==> config.mk <==
export PLATFORM = sky130hd
export DESIGN_NAME = irq_rollup
export DESIGN_NICKNAME = d
export VERILOG_FILES = /design/src/rtl/irq_rollup_pkg.sv /design/src/rtl/irq_src_group.sv /design/src/rtl/irq_top_ctrl.sv /design/src/rtl/irq_rollup.sv
export SDC_FILE = /design/constraint.sdc
export NUM_CORES = 1
export LEC_CHECK = 0
export BUFFER_PORTS_ARGS = -buffer_cell sky130_fd_sc_hd__buf_2
export CORE_ASPECT_RATIO = 1.5
export CORE_MARGIN = 3
export CORE_UTILIZATION = 42
export CTS_CLUSTER_SIZE = 30
export DETAILED_ROUTE_END_ITERATION = 7
export GPL_TIMING_DRIVEN = 0
export HOLD_SLACK_MARGIN = 0.15
export PLACE_DENSITY_LB_ADDON = 0.15
export SYNTH_ARGS = -nofsm -noshare
export SYNTH_HDL_FRONTEND = slang
export SYNTH_SLANG_ARGS = --single-unit
==> constraint.sdc <==
create_clock -name clk -period 3 [get_ports clk]
set_input_delay 0.45 -clock clk [delete_from_list [all_inputs] [get_ports clk]]
set_output_delay 0.45 -clock clk [all_outputs]
set_load 0.005 [all_outputs]
==> src/rtl/irq_rollup_pkg.sv <==
package irq_rollup_pkg;

    localparam int NGRP   = 3;
    localparam int G0_W   = 6;
    localparam int G2_W   = 11;
    localparam int ADDR_W = 4;
    localparam int IN_OFS = 16;

    typedef enum logic [ADDR_W-1:0] {
        A_TOP_STAT = 4'h0,
        A_TOP_MASK = 4'h1,
        A_GRP_DIS  = 4'h2,
        A_GRP_SUM  = 4'h3,
        A_G0_STAT  = 4'h4,
        A_G1_STAT  = 4'h5,
        A_G2_STAT  = 4'h6,
        A_G0_MASK  = 4'h8,
        A_G1_MASK  = 4'h9,
        A_G2_MASK  = 4'hA
    } reg_addr_e;

    typedef struct packed {
        logic       act_high;
        logic [2:0] dis;
    } top_mask_t;

    localparam top_mask_t TOP_MASK_RST = '{act_high: 1'b1, dis: 3'b000};

    // Valid-bit pattern of the FIFO group: OUT/short-packet pairs low, IN bits from 16.
    function automatic logic [31:0] fifo_grp_valid(int nfifo);
        logic [31:0] m;
        m = '0;
        for (int i = 0; i < nfifo; i++) begin
            m[2*i]        = 1'b1;
            m[2*i+1]      = 1'b1;
            m[IN_OFS + i] = 1'b1;
        end
        return m;
    endfunction

endpackage

==> src/rtl/irq_src_group.sv <==
module irq_src_group #(
    parameter int           W     = 6,
    parameter logic [W-1:0] VALID = '1
) (
    input  logic         clk,
    input  logic         rst,
    input  logic [W-1:0] evt,
    input  logic         stat_clr_we,
    input  logic         mask_we,
    input  logic [W-1:0] wdata,
    output logic [W-1:0] stat,
    output logic [W-1:0] mask,
    output logic         summary
);

    logic [W-1:0] clr_bits;
    logic [W-1:0] stat_d;

    always_comb begin
        clr_bits = stat_clr_we ? wdata : '0;
        stat_d   = ((stat & ~clr_bits) | evt) & VALID;
    end

    always_ff @(posedge clk) begin
        if (rst) begin
            stat <= '0;
            mask <= '0;
        end else begin
            stat <= stat_d;
            if (mask_we) mask <= wdata & VALID;
        end
    end

    assign summary = |(stat & ~mask);

endmodule

==> src/rtl/irq_top_ctrl.sv <==
module irq_top_ctrl
    import irq_rollup_pkg::*;
(
    input  logic      clk,
    input  logic      rst,
    input  logic      host_req,
    input  logic      otg_req,
    input  logic      dev_req,
    input  logic      stat_clr_we,
    input  logic      mask_we,
    input  logic [3:0] wdata,
    output logic [2:0] top_stat,
    output top_mask_t top_mask,
    output logic      irq_o
);

    logic [2:0] set_bits;
    logic [2:0] clr_bits;
    logic       raw_irq;

    always_comb begin
        set_bits = {host_req, otg_req, dev_req};
        clr_bits = stat_clr_we ? wdata[2:0] : 3'b000;
    end

    always_ff @(posedge clk) begin
        if (rst) begin
            top_stat <= '0;
            top_mask <= TOP_MASK_RST;
        end else begin
            top_stat <= (top_stat & ~clr_bits) | set_bits;
            if (mask_we) top_mask <= top_mask_t'(wdata);
        end
    end

    assign raw_irq = |(top_stat & ~top_mask.dis);
    assign irq_o   = top_mask.act_high ? raw_irq : ~raw_irq;

endmodule

==> src/rtl/irq_rollup.sv <==
module irq_rollup
    import irq_rollup_pkg::*;
#(
    parameter  int N_FIFO = 4,
    localparam int G1_W   = IN_OFS + N_FIFO,
    localparam int DW     = G1_W
) (
    input  logic              clk,
    input  logic              rst,
    input  logic [G0_W-1:0]   evt_ctl_i,
    input  logic [G1_W-1:0]   evt_fifo_i,
    input  logic [G2_W-1:0]   evt_dev_i,
    input  logic              host_req_i,
    input  logic              otg_req_i,
    input  logic              reg_we_i,
    input  logic [ADDR_W-1:0] reg_addr_i,
    input  logic [DW-1:0]     reg_wdata_i,
    output logic [DW-1:0]     reg_rdata_o,
    output logic              irq_o
);

    localparam logic [31:0]     G1_VALID32 = fifo_grp_valid(N_FIFO);
    localparam logic [G1_W-1:0] G1_VALID   = G1_VALID32[G1_W-1:0];

    logic [G0_W-1:0] g0_stat, g0_mask;
    logic [G1_W-1:0] g1_stat, g1_mask;
    logic [G2_W-1:0] g2_stat, g2_mask;
    logic [NGRP-1:0] gsum;
    logic [NGRP-1:0] grp_dis_q;
    logic            dev_req;
    logic [2:0]      top_stat;
    top_mask_t       top_mask;

    function automatic logic wsel(logic we, logic [ADDR_W-1:0] a, reg_addr_e t);
        return we && (a == t);
    endfunction

    irq_src_group #(.W(G0_W), .VALID('1)) u_grp0 (
        .clk(clk), .rst(rst), .evt(evt_ctl_i),
        .stat_clr_we(wsel(reg_we_i, reg_addr_i, A_G0_STAT)),
        .mask_we(wsel(reg_we_i, reg_addr_i, A_G0_MASK)),
        .wdata(reg_wdata_i[G0_W-1:0]),
        .stat(g0_stat), .mask(g0_mask), .summary(gsum[0])
    );

    irq_src_group #(.W(G1_W), .VALID(G1_VALID)) u_grp1 (
        .clk(clk), .rst(rst), .evt(evt_fifo_i),
        .stat_clr_we(wsel(reg_we_i, reg_addr_i, A_G1_STAT)),
        .mask_we(wsel(reg_we_i, reg_addr_i, A_G1_MASK)),
        .wdata(reg_wdata_i[G1_W-1:0]),
        .stat(g1_stat), .mask(g1_mask), .summary(gsum[1])
    );

    irq_src_group #(.W(G2_W), .VALID('1)) u_grp2 (
        .clk(clk), .rst(rst), .evt(evt_dev_i),
        .stat_clr_we(wsel(reg_we_i, reg_addr_i, A_G2_STAT)),
        .mask_we(wsel(reg_we_i, reg_addr_i, A_G2_MASK)),
        .wdata(reg_wdata_i[G2_W-1:0]),
        .stat(g2_stat), .mask(g2_mask), .summary(gsum[2])
    );

    always_ff @(posedge clk) begin
        if (rst)                                        grp_dis_q <= '0;
        else if (wsel(reg_we_i, reg_addr_i, A_GRP_DIS)) grp_dis_q <= reg_wdata_i[NGRP-1:0];
    end

    assign dev_req = |(gsum & ~grp_dis_q);

    irq_top_ctrl u_top (
        .clk(clk), .rst(rst),
        .host_req(host_req_i), .otg_req(otg_req_i), .dev_req(dev_req),
        .stat_clr_we(wsel(reg_we_i, reg_addr_i, A_TOP_STAT)),
        .mask_we(wsel(reg_we_i, reg_addr_i, A_TOP_MASK)),
        .wdata(reg_wdata_i[3:0]),
        .top_stat(top_stat), .top_mask(top_mask), .irq_o(irq_o)
    );

    always_comb begin
        reg_rdata_o = '0;
        case (reg_addr_i)
            A_TOP_STAT: reg_rdata_o[2:0]      = top_stat;
            A_TOP_MASK: reg_rdata_o[3:0]      = top_mask;
            A_GRP_DIS:  reg_rdata_o[NGRP-1:0] = grp_dis_q;
            A_GRP_SUM:  reg_rdata_o[NGRP-1:0] = gsum;
            A_G0_STAT:  reg_rdata_o[G0_W-1:0] = g0_stat;
            A_G1_STAT:  reg_rdata_o[G1_W-1:0] = g1_stat;
            A_G2_STAT:  reg_rdata_o[G2_W-1:0] = g2_stat;
            A_G0_MASK:  reg_rdata_o[G0_W-1:0] = g0_mask;
            A_G1_MASK:  reg_rdata_o[G1_W-1:0] = g1_mask;
            A_G2_MASK:  reg_rdata_o[G2_W-1:0] = g2_mask;
            default:    reg_rdata_o           = '0;
        endcase
    end

endmodule

==> results.sh, run 1 <==
export IMPL_initial_core_util=0.439
export IMPL_crit_top_cell="buf_2"
export IMPL_grt_antenna_before_repair=0
export IMPL_clockPowerShare=0.437
export IMPL_viasPerCell=5.58
export IMPL_final_nets=592
export IMPL_pwr_share_comb=0.119
export IMPL_overflow=0
export IMPL_ys_seq_elements=68
export IMPL_cts_tree="done"
export IMPL_cts_sinks=68
export IMPL_crit_path_end_kind="output port"
export IMPL_yosys_warnings=0
export IMPL_worstPathCellList="buf_2 -> buf_2 -> mux2_2 -> a32oi_1 -> a31o_2 -> o221ai_1 -> buf_2"
export IMPL_finClkSkew_ps=4.91
export IMPL_fillers=822
export IMPL_fmax_ghz=0.412
export IMPL_numCtsBuffers=9
export IMPL_core_um2=7710
export IMPL_clock_path_buffers=2
export IMPL_ctsHoldBuffers=0
export IMPL_clk_pin_slew_ps=50
export IMPL_p_seq_frac=0.445
export IMPL_cts_root_buf="clkbuf_16"
export IMPL_rsz0062_at_grt="no"
export IMPL_setup_viol_count_final=0
export IMPL_finalWorstPathRequiredPeriod_ps=2430
export IMPL_dr_pass1_iters=5
export IMPL_grt_total_usage=0.253
export IMPL_path_max_fanout=10
export IMPL_io_pins=87
export IMPL_cp_slowest_stage_delay_ps=370
export IMPL_finalPower_mw=2.19
export IMPL_status="finished, final reports clean"
export IMPL_hold_viol=0
export IMPL_p_int_mw=1.62
export IMPL_busiest_layer="met2"
export IMPL_rows=39
export IMPL_seq_area_frac_synth=0.402
export IMPL_synth_enable_flop_cells=0
export IMPL_power_switching_uw=566
export IMPL_p_leak_nw=1.64
export IMPL_synth_cells=447
export IMPL_htree_num_levels=3
export IMPL_cellPowerDensity_nw_per_um2=532
export IMPL_avgSynthCellArea_um2=7.58
export IMPL_ant_nets=0
export IMPL_wl_per_cell_um=17.8
export IMPL_routabilityCongestion=0.952
export IMPL_async_reset_ff_frac=0
export IMPL_ir_drop_mv=0.352
export IMPL_setup_tns_ps=0
export IMPL_die_h_um=116
export IMPL_cap_violations=0
export IMPL_tightest_slew_ps=678
export IMPL_synth_cell_types=44
export IMPL_hpwl_um=8340
export IMPL_start_kind="input port"
export IMPL_die_area_um2=9200
export IMPL_finalCritPeriodShare=0.810
export IMPL_die_width_um=79.3
export IMPL_drive_gt1_frac=0.188
export IMPL_gr_usage_met2=0.415
export IMPL_critPathArrivalTime_ps=1980
export IMPL_relSlewSlack=0.548
export IMPL_n_antenna_cell=0
export IMPL_post_cts_buffers=0
export IMPL_gr_usage_met3=0.0684
export IMPL_grt_start_max_net_pins=11
export IMPL_drc=0
export IMPL_path_class="in2out"
export IMPL_syn_to_final_growth_pct=21.5
export IMPL_netSwitchingFraction=0.259
export IMPL_cp_required_ps=2550
export IMPL_vias=3529
export IMPL_wirelength_um=11300
export IMPL_drt_iter0_markers=356
export IMPL_portBuffers=64
export IMPL_clk_latency_ps=340
export IMPL_min_delay_path_class="in2reg"
export IMPL_synth_top_flop_cell="dfxtp_1"
export IMPL_drv_slew=0
export IMPL_grt_pass1_vias=3290
export IMPL_met1_usage=0.305
export IMPL_grt_pass1_wl_um=17300
export IMPL_cts_resized=0
export IMPL_syn_cell_area_um2=3390
export IMPL_cpMaxStageDelayCell="mux2_2"
## registers in the layout (all words and copies together), names as in the netlist
signal          cells
grp_dis_q           3
u_grp1.mask        12
u_grp0.mask         6
u_grp2.mask        11
u_top.top_mask      4
u_grp2.stat        11
u_grp0.stat         6
u_top.top_stat      3
u_grp1.stat        12
## cell families after synthesis
family / share of synthesized area
and+or+nand+nor: 0.260
buffers and inverters: 0.0798
DFF: 0.402
AOI/OAI and AO/OA: 0.216
muxes: 0.0391
xor gates and xnor gates: 0.00259
other: 0.00111
## metal layers
metal | vias up | wire length [um]
met5 | - | 0
met4 | 0 | 428
met3 | 36 | 758
met2 | 151 | 5420
met1 | 1626 | 4680
li1 | 1716 | -
## cells in the final DEF, fill, tap and decap left out, types with 3 or more instances in the layout
cell and count:
buf_2 76, dfxtp_1 68, a21oi_1 61, nand2_1 56, nor2_1 51, nand3_1 41
clkbuf_1 23, nand2b_1 21, inv_1 19, a22oi_1 15, mux2i_1 11, clkbuf_16 9
buf_4 7, o2111ai_1 6, o22ai_1 6, conb_1 5, nor2b_1 4, a32oi_1 4
o221ai_1 4, nor3_1 3, or3_1 3, a222oi_1 3, o31ai_1 3
## power by group through the flow
stage / combinational (mW) / clock [mW] / sequential [mW]
5_1_grt: 0.286 / 1.01 / 0.976
6_report: 0.260 / 0.955 / 0.973
4_1_cts: 0.258 / 0.975 / 0.971
3_5_place_dp: 0.256 / 0 / 0.991
2_1_floorplan: 0.154 / 0 / 0.979
3_3_place_gp: 0.254 / 0 / 0.989
## synthesized netlist by cell type, types with 2 or more instances
library cell / n / area [um^2]
dfxtp_1: 68 / 1360
a21oi_1: 61 / 305
nand2_1: 56 / 210
nor2_1: 51 / 191
nand3_1: 41 / 205
nand2b_1: 21 / 131
clkbuf_1: 19 / 71.3
inv_1: 19 / 71.3
a22oi_1: 15 / 113
buf_2: 12 / 60.1
mux2i_1: 11 / 110
buf_4: 7 / 52.6
o2111ai_1: 6 / 52.6
o22ai_1: 6 / 37.5
a32oi_1: 4 / 35.0
nor2b_1: 4 / 25.0
o221ai_1: 4 / 35.0
a222oi_1: 3 / 30.0
nor3_1: 3 / 15.0
o31ai_1: 3 / 22.5
or3_1: 3 / 18.8
a22o_1: 2 / 17.5
a31oi_1: 2 / 12.5
and3_1: 2 / 12.5
mux2_2: 2 / 22.5
nand4_1: 2 / 12.5
nor3b_1: 2 / 15.0
o21ai_0: 2 / 10.0
## area by class of cell
type / count / area (um^2) / area share
Clock buffer: 14 / 254 / 0.0617
Tap cell: 102 / 128 / 0.0310
Multi-Input combinational cell: 324 / 1770 / 0.431
Buffer: 40 / 199 / 0.0483
Inverter: 19 / 71.3 / 0.0173
Clock inverter: 2 / 10.0 / 0.00243
Sequential cell: 68 / 1360 / 0.331
Timing Repair Buffer: 64 / 320 / 0.0778
## critical path, delay by kind of cell
kind                   cells  cell delay [ps]
AOI/OAI and AO/OA          3              520
buffers and inverters      3              630
muxes                      1              370
## through the flow
step,cells,setup slack (ps),hold WS [ps],util,area (um^2)
after global placement,617,586,450,0.500,3850
after floorplan,451,1140,444,-,3400
final,633,571,313,0.534,4120
after detailed placement,617,609,457,0.500,3850
after CTS,633,610,304,0.534,4120
after global routing,633,514,315,0.534,4120
## path summary, 6_finish.rpt
kind | from | end | slack (ps) | depth (start not counted)
setup / recovery | reg_addr_i[3] | reg_rdata_o[1] | 570 | 7
hold / removal | evt_ctl_i[1] | u_grp0.stat[1]$_SDFF_PP0_ | 310 | 3
setup reg to reg | u_grp1.mask[1]$_SDFFE_PP0P_ | u_top.top_stat[0]$_SDFF_PP0_ | 1680 | 4
hold reg to reg | u_grp1.mask[16]$_SDFFE_PP0P_ | u_grp1.mask[16]$_SDFFE_PP0P_ | 460 | 2
No activity file was read; power rests on OpenSTA's default activity.
==> run 2, diff against run 1 <==
Settings changed: ABC_AREA set to 1.
Clock period 3 ns to 2.2 ns, I/O delays scaled along.
==> results.sh, run 2 <==
export IMPL_status="finished, final reports clean"
export IMPL_clk_latency_ps=330
export IMPL_pwr_share_comb=0.110
export IMPL_clk_pin_slew_ps=50
export IMPL_rows=39
export IMPL_drive_gt1_frac=0.200
export IMPL_critPathArrivalTime_ps=1510
export IMPL_cts_tree="done"
export IMPL_final_common_cell="inv_1"
export IMPL_cp_slowest_stage_delay_ps=340
export IMPL_cap_violations=0
export IMPL_ant_nets=0
export IMPL_cts_root_buf="clkbuf_16"
export IMPL_drv_slew=0
export IMPL_p_leak_nw=1.93
export IMPL_numCtsBuffers=9
export IMPL_finalWorstPathRequiredPeriod_ps=1840
export IMPL_htree_num_levels=3
export IMPL_power_switching_uw=754
export IMPL_yosys_warnings=0
export IMPL_clock_path_buffers=2
export IMPL_synth_compound_area_share=0.241
export IMPL_setup_tns_ps=0
export IMPL_cp_required_ps=1870
export IMPL_die_h_um=116
export IMPL_async_reset_ff_frac=0
export IMPL_finalCritPeriodShare=0.836
export IMPL_tightest_slew_ps=702
export IMPL_hold_viol=0
export IMPL_synthSimpleGateAreaFrac=0.209
export IMPL_min_delay_path_class="in2reg"
export IMPL_syn_cell_area_um2=3390
export IMPL_hpwl_um=7790
export IMPL_drc=0
export IMPL_final_nets=634
export IMPL_n_antenna_cell=0
export IMPL_p_seq_frac=0.429
export IMPL_die_area_um2=9210
export IMPL_synth_cells=487
export IMPL_netSwitchingFraction=0.244
export IMPL_p_int_mw=2.34
export IMPL_cpMaxStageDelayCell="dfxtp_1"
export IMPL_avgSynthCellArea_um2=6.97
export IMPL_final_cell_mix="88 x inv_1, 87 x nand2_1, 72 x a21oi_1"
export IMPL_post_cts_buffers=0
export IMPL_ys_seq_elements=68
export IMPL_synth_enable_flop_cells=0
export IMPL_clockPowerShare=0.462
export IMPL_synth_top_family_by_area="compound AO/OA/AOI/OAI gates"
export IMPL_grt_antenna_before_repair=0
export IMPL_synth_top_area_frac=0.401
export IMPL_synth_adder_area_share=0
export IMPL_wl_per_cell_um=15.6
export IMPL_synth_mux_area_frac=0
export IMPL_grt_total_usage=0.238
export IMPL_viasPerCell=5.05
export IMPL_synth_cell_types=28
export IMPL_core_um2=7760
export IMPL_cellPowerDensity_nw_per_um2=745
export IMPL_path_class="reg2out"
export IMPL_r2r_cells=9
export IMPL_grt_pass1_wl_um=16300
export IMPL_synth_area_top_cells="dfxtp_1 40%, a21oi_1 11%, inv_1 9.7%"
export IMPL_synthXorXnorAreaFrac=0.00258
export IMPL_cts_sinks=68
export IMPL_yosysMostFrequentCell="inv_1"
export IMPL_yosys_area_top_type="dfxtp_1"
export IMPL_ctsHoldBuffers=0
export IMPL_synthTopCellsByCount="88 x inv_1, 87 x nand2_1, 72 x a21oi_1, 68 x dfxtp_1, 60 x o21ai_0"
export IMPL_worstPathCellList="inv_1 -> nand2_1 -> nand2_1 -> nor2_1 -> nand3_1 -> nand2_1 -> nand3_1 -> buf_2"
export IMPL_routabilityCongestion=0.902
export IMPL_utilization=0.536
export IMPL_fmax_ghz=0.544
export IMPL_dr_pass1_iters=4
export IMPL_finalPower_mw=3.10
export IMPL_drt_iter0_markers=196
export IMPL_setup_viol_count_final=0
export IMPL_path_max_fanout=2
export IMPL_crit_path_end_kind="output port"
export IMPL_io_pins=87
export IMPL_crit_top_cell="nand2_1"
export IMPL_wirelength_um=10500
export IMPL_cts_resized=0
export IMPL_grt_start_max_net_pins=11
export IMPL_seq_area_frac_synth=0.401
export IMPL_portBuffers=66
export IMPL_grt_pass1_vias=3227
export IMPL_fillers=800
export IMPL_die_width_um=79.4
export IMPL_start_kind="flip-flop"
export IMPL_reg_largest_list="u_grp1.mask: 12 flops, u_grp1.stat: 12 flops"
export IMPL_vias=3396
export IMPL_rsz0062_at_grt="no"
export IMPL_ir_drop_mv=0.454
export IMPL_overflow=0
export IMPL_relSlewSlack=0.532
export IMPL_syn_to_final_growth_pct=22.5
export IMPL_initial_core_util=0.437
export IMPL_synth_top_flop_cell="dfxtp_1"
export IMPL_whs_path_depth=3
export IMPL_finClkSkew_ps=4.24
[run 2: changes by cell type in the layout (fill, tap and decap cells not counted), moves of 8 or more]
cell / before / now
o21ai_1: 0 / 15
mux2i_1: 11 / 0
a22oi_1: 15 / 0
inv_1: 19 / 88
a21oi_1: 61 / 72
o21ai_0: 2 / 60
nand2b_1: 21 / 0
clkbuf_1: 23 / 8
nand2_1: 56 / 87
nand3_1: 41 / 19
buf_2: 76 / 68
nor2_1: 51 / 18
[run 2: worst paths after layout]
path | from | endpoint | slack [ps]
max | u_grp2.mask[4]$_SDFFE_PP0P_ | reg_rdata_o[2] | 360
min | evt_fifo_i[17] | u_grp1.stat[17]$_SDFF_PP0_ | 200
max reg2reg | u_grp1.mask[4]$_SDFFE_PP0P_ | u_top.top_stat[0]$_SDFF_PP0_ | 940
min reg2reg | u_grp1.mask[16]$_SDFFE_PP0P_ | u_grp1.mask[16]$_SDFFE_PP0P_ | 470
[run 2: power by group through the flow]
stage | logic, mW | registers [mW] | clock network [mW]
2_1_floorplan | 0.205 | 1.34 | 0
3_3_place_gp | 0.334 | 1.35 | 0
5_1_grt | 0.380 | 1.33 | 1.51
3_5_place_dp | 0.338 | 1.35 | 0
4_1_cts | 0.340 | 1.33 | 1.45
6_report | 0.340 | 1.33 | 1.43
[run 2: logic make-up after synthesis]
kind of cell	count (synthesis)
buffers and inverters	111
AOI/OAI and AO/OA	157
DFF	68
xor gates and xnor gates	1
other	1
and+or+nand+nor	149
[run 2: layer usage]
metal / track usage / routed length (um) / part of all wire / vias up
met5: 0 / 0 / 0 / -
met4: 0.134 / 433 / 0.041 / 0
met3: 0.0498 / 522 / 0.050 / 27
met2: 0.404 / 5180 / 0.49 / 111
met1: 0.278 / 4370 / 0.42 / 1536
li1: - / - / - / 1722
[run 2: critical path, delay by kind of cell (launching register included)]
| family | cells | cell delay (ps) |
|---|---|---|
| flops | 1 | 340 |
| simple gates | 6 | 620 |
| buf+inv | 2 | 210 |
[run 2: area by class of cell]
class / instances / area, um^2 / share of cell area
well taps: 102 / 128 / 0.0307
clock buffers: 12 / 256 / 0.0617
multi-input cells: 312 / 1560 / 0.374
inverters: 90 / 338 / 0.0813
repair buffers: 66 / 330 / 0.0795
plain buffers: 21 / 153 / 0.0367
clock inverters: 2 / 35.0 / 0.00843
flip-flops and latches: 68 / 1360 / 0.328
[run 2: metrics by stage]
stage / hold WS [ps] / instance area, um^2 / setup WS [ps] / std cells
after floorplan: 441 / 3410 / 843 / 491
after global placement: 455 / 3860 / 367 / 659
after detailed placement: 459 / 3860 / 383 / 659
after CTS: 201 / 4160 / 342 / 673
after global routing: 212 / 4160 / 228 / 673
final: 205 / 4160 / 361 / 673
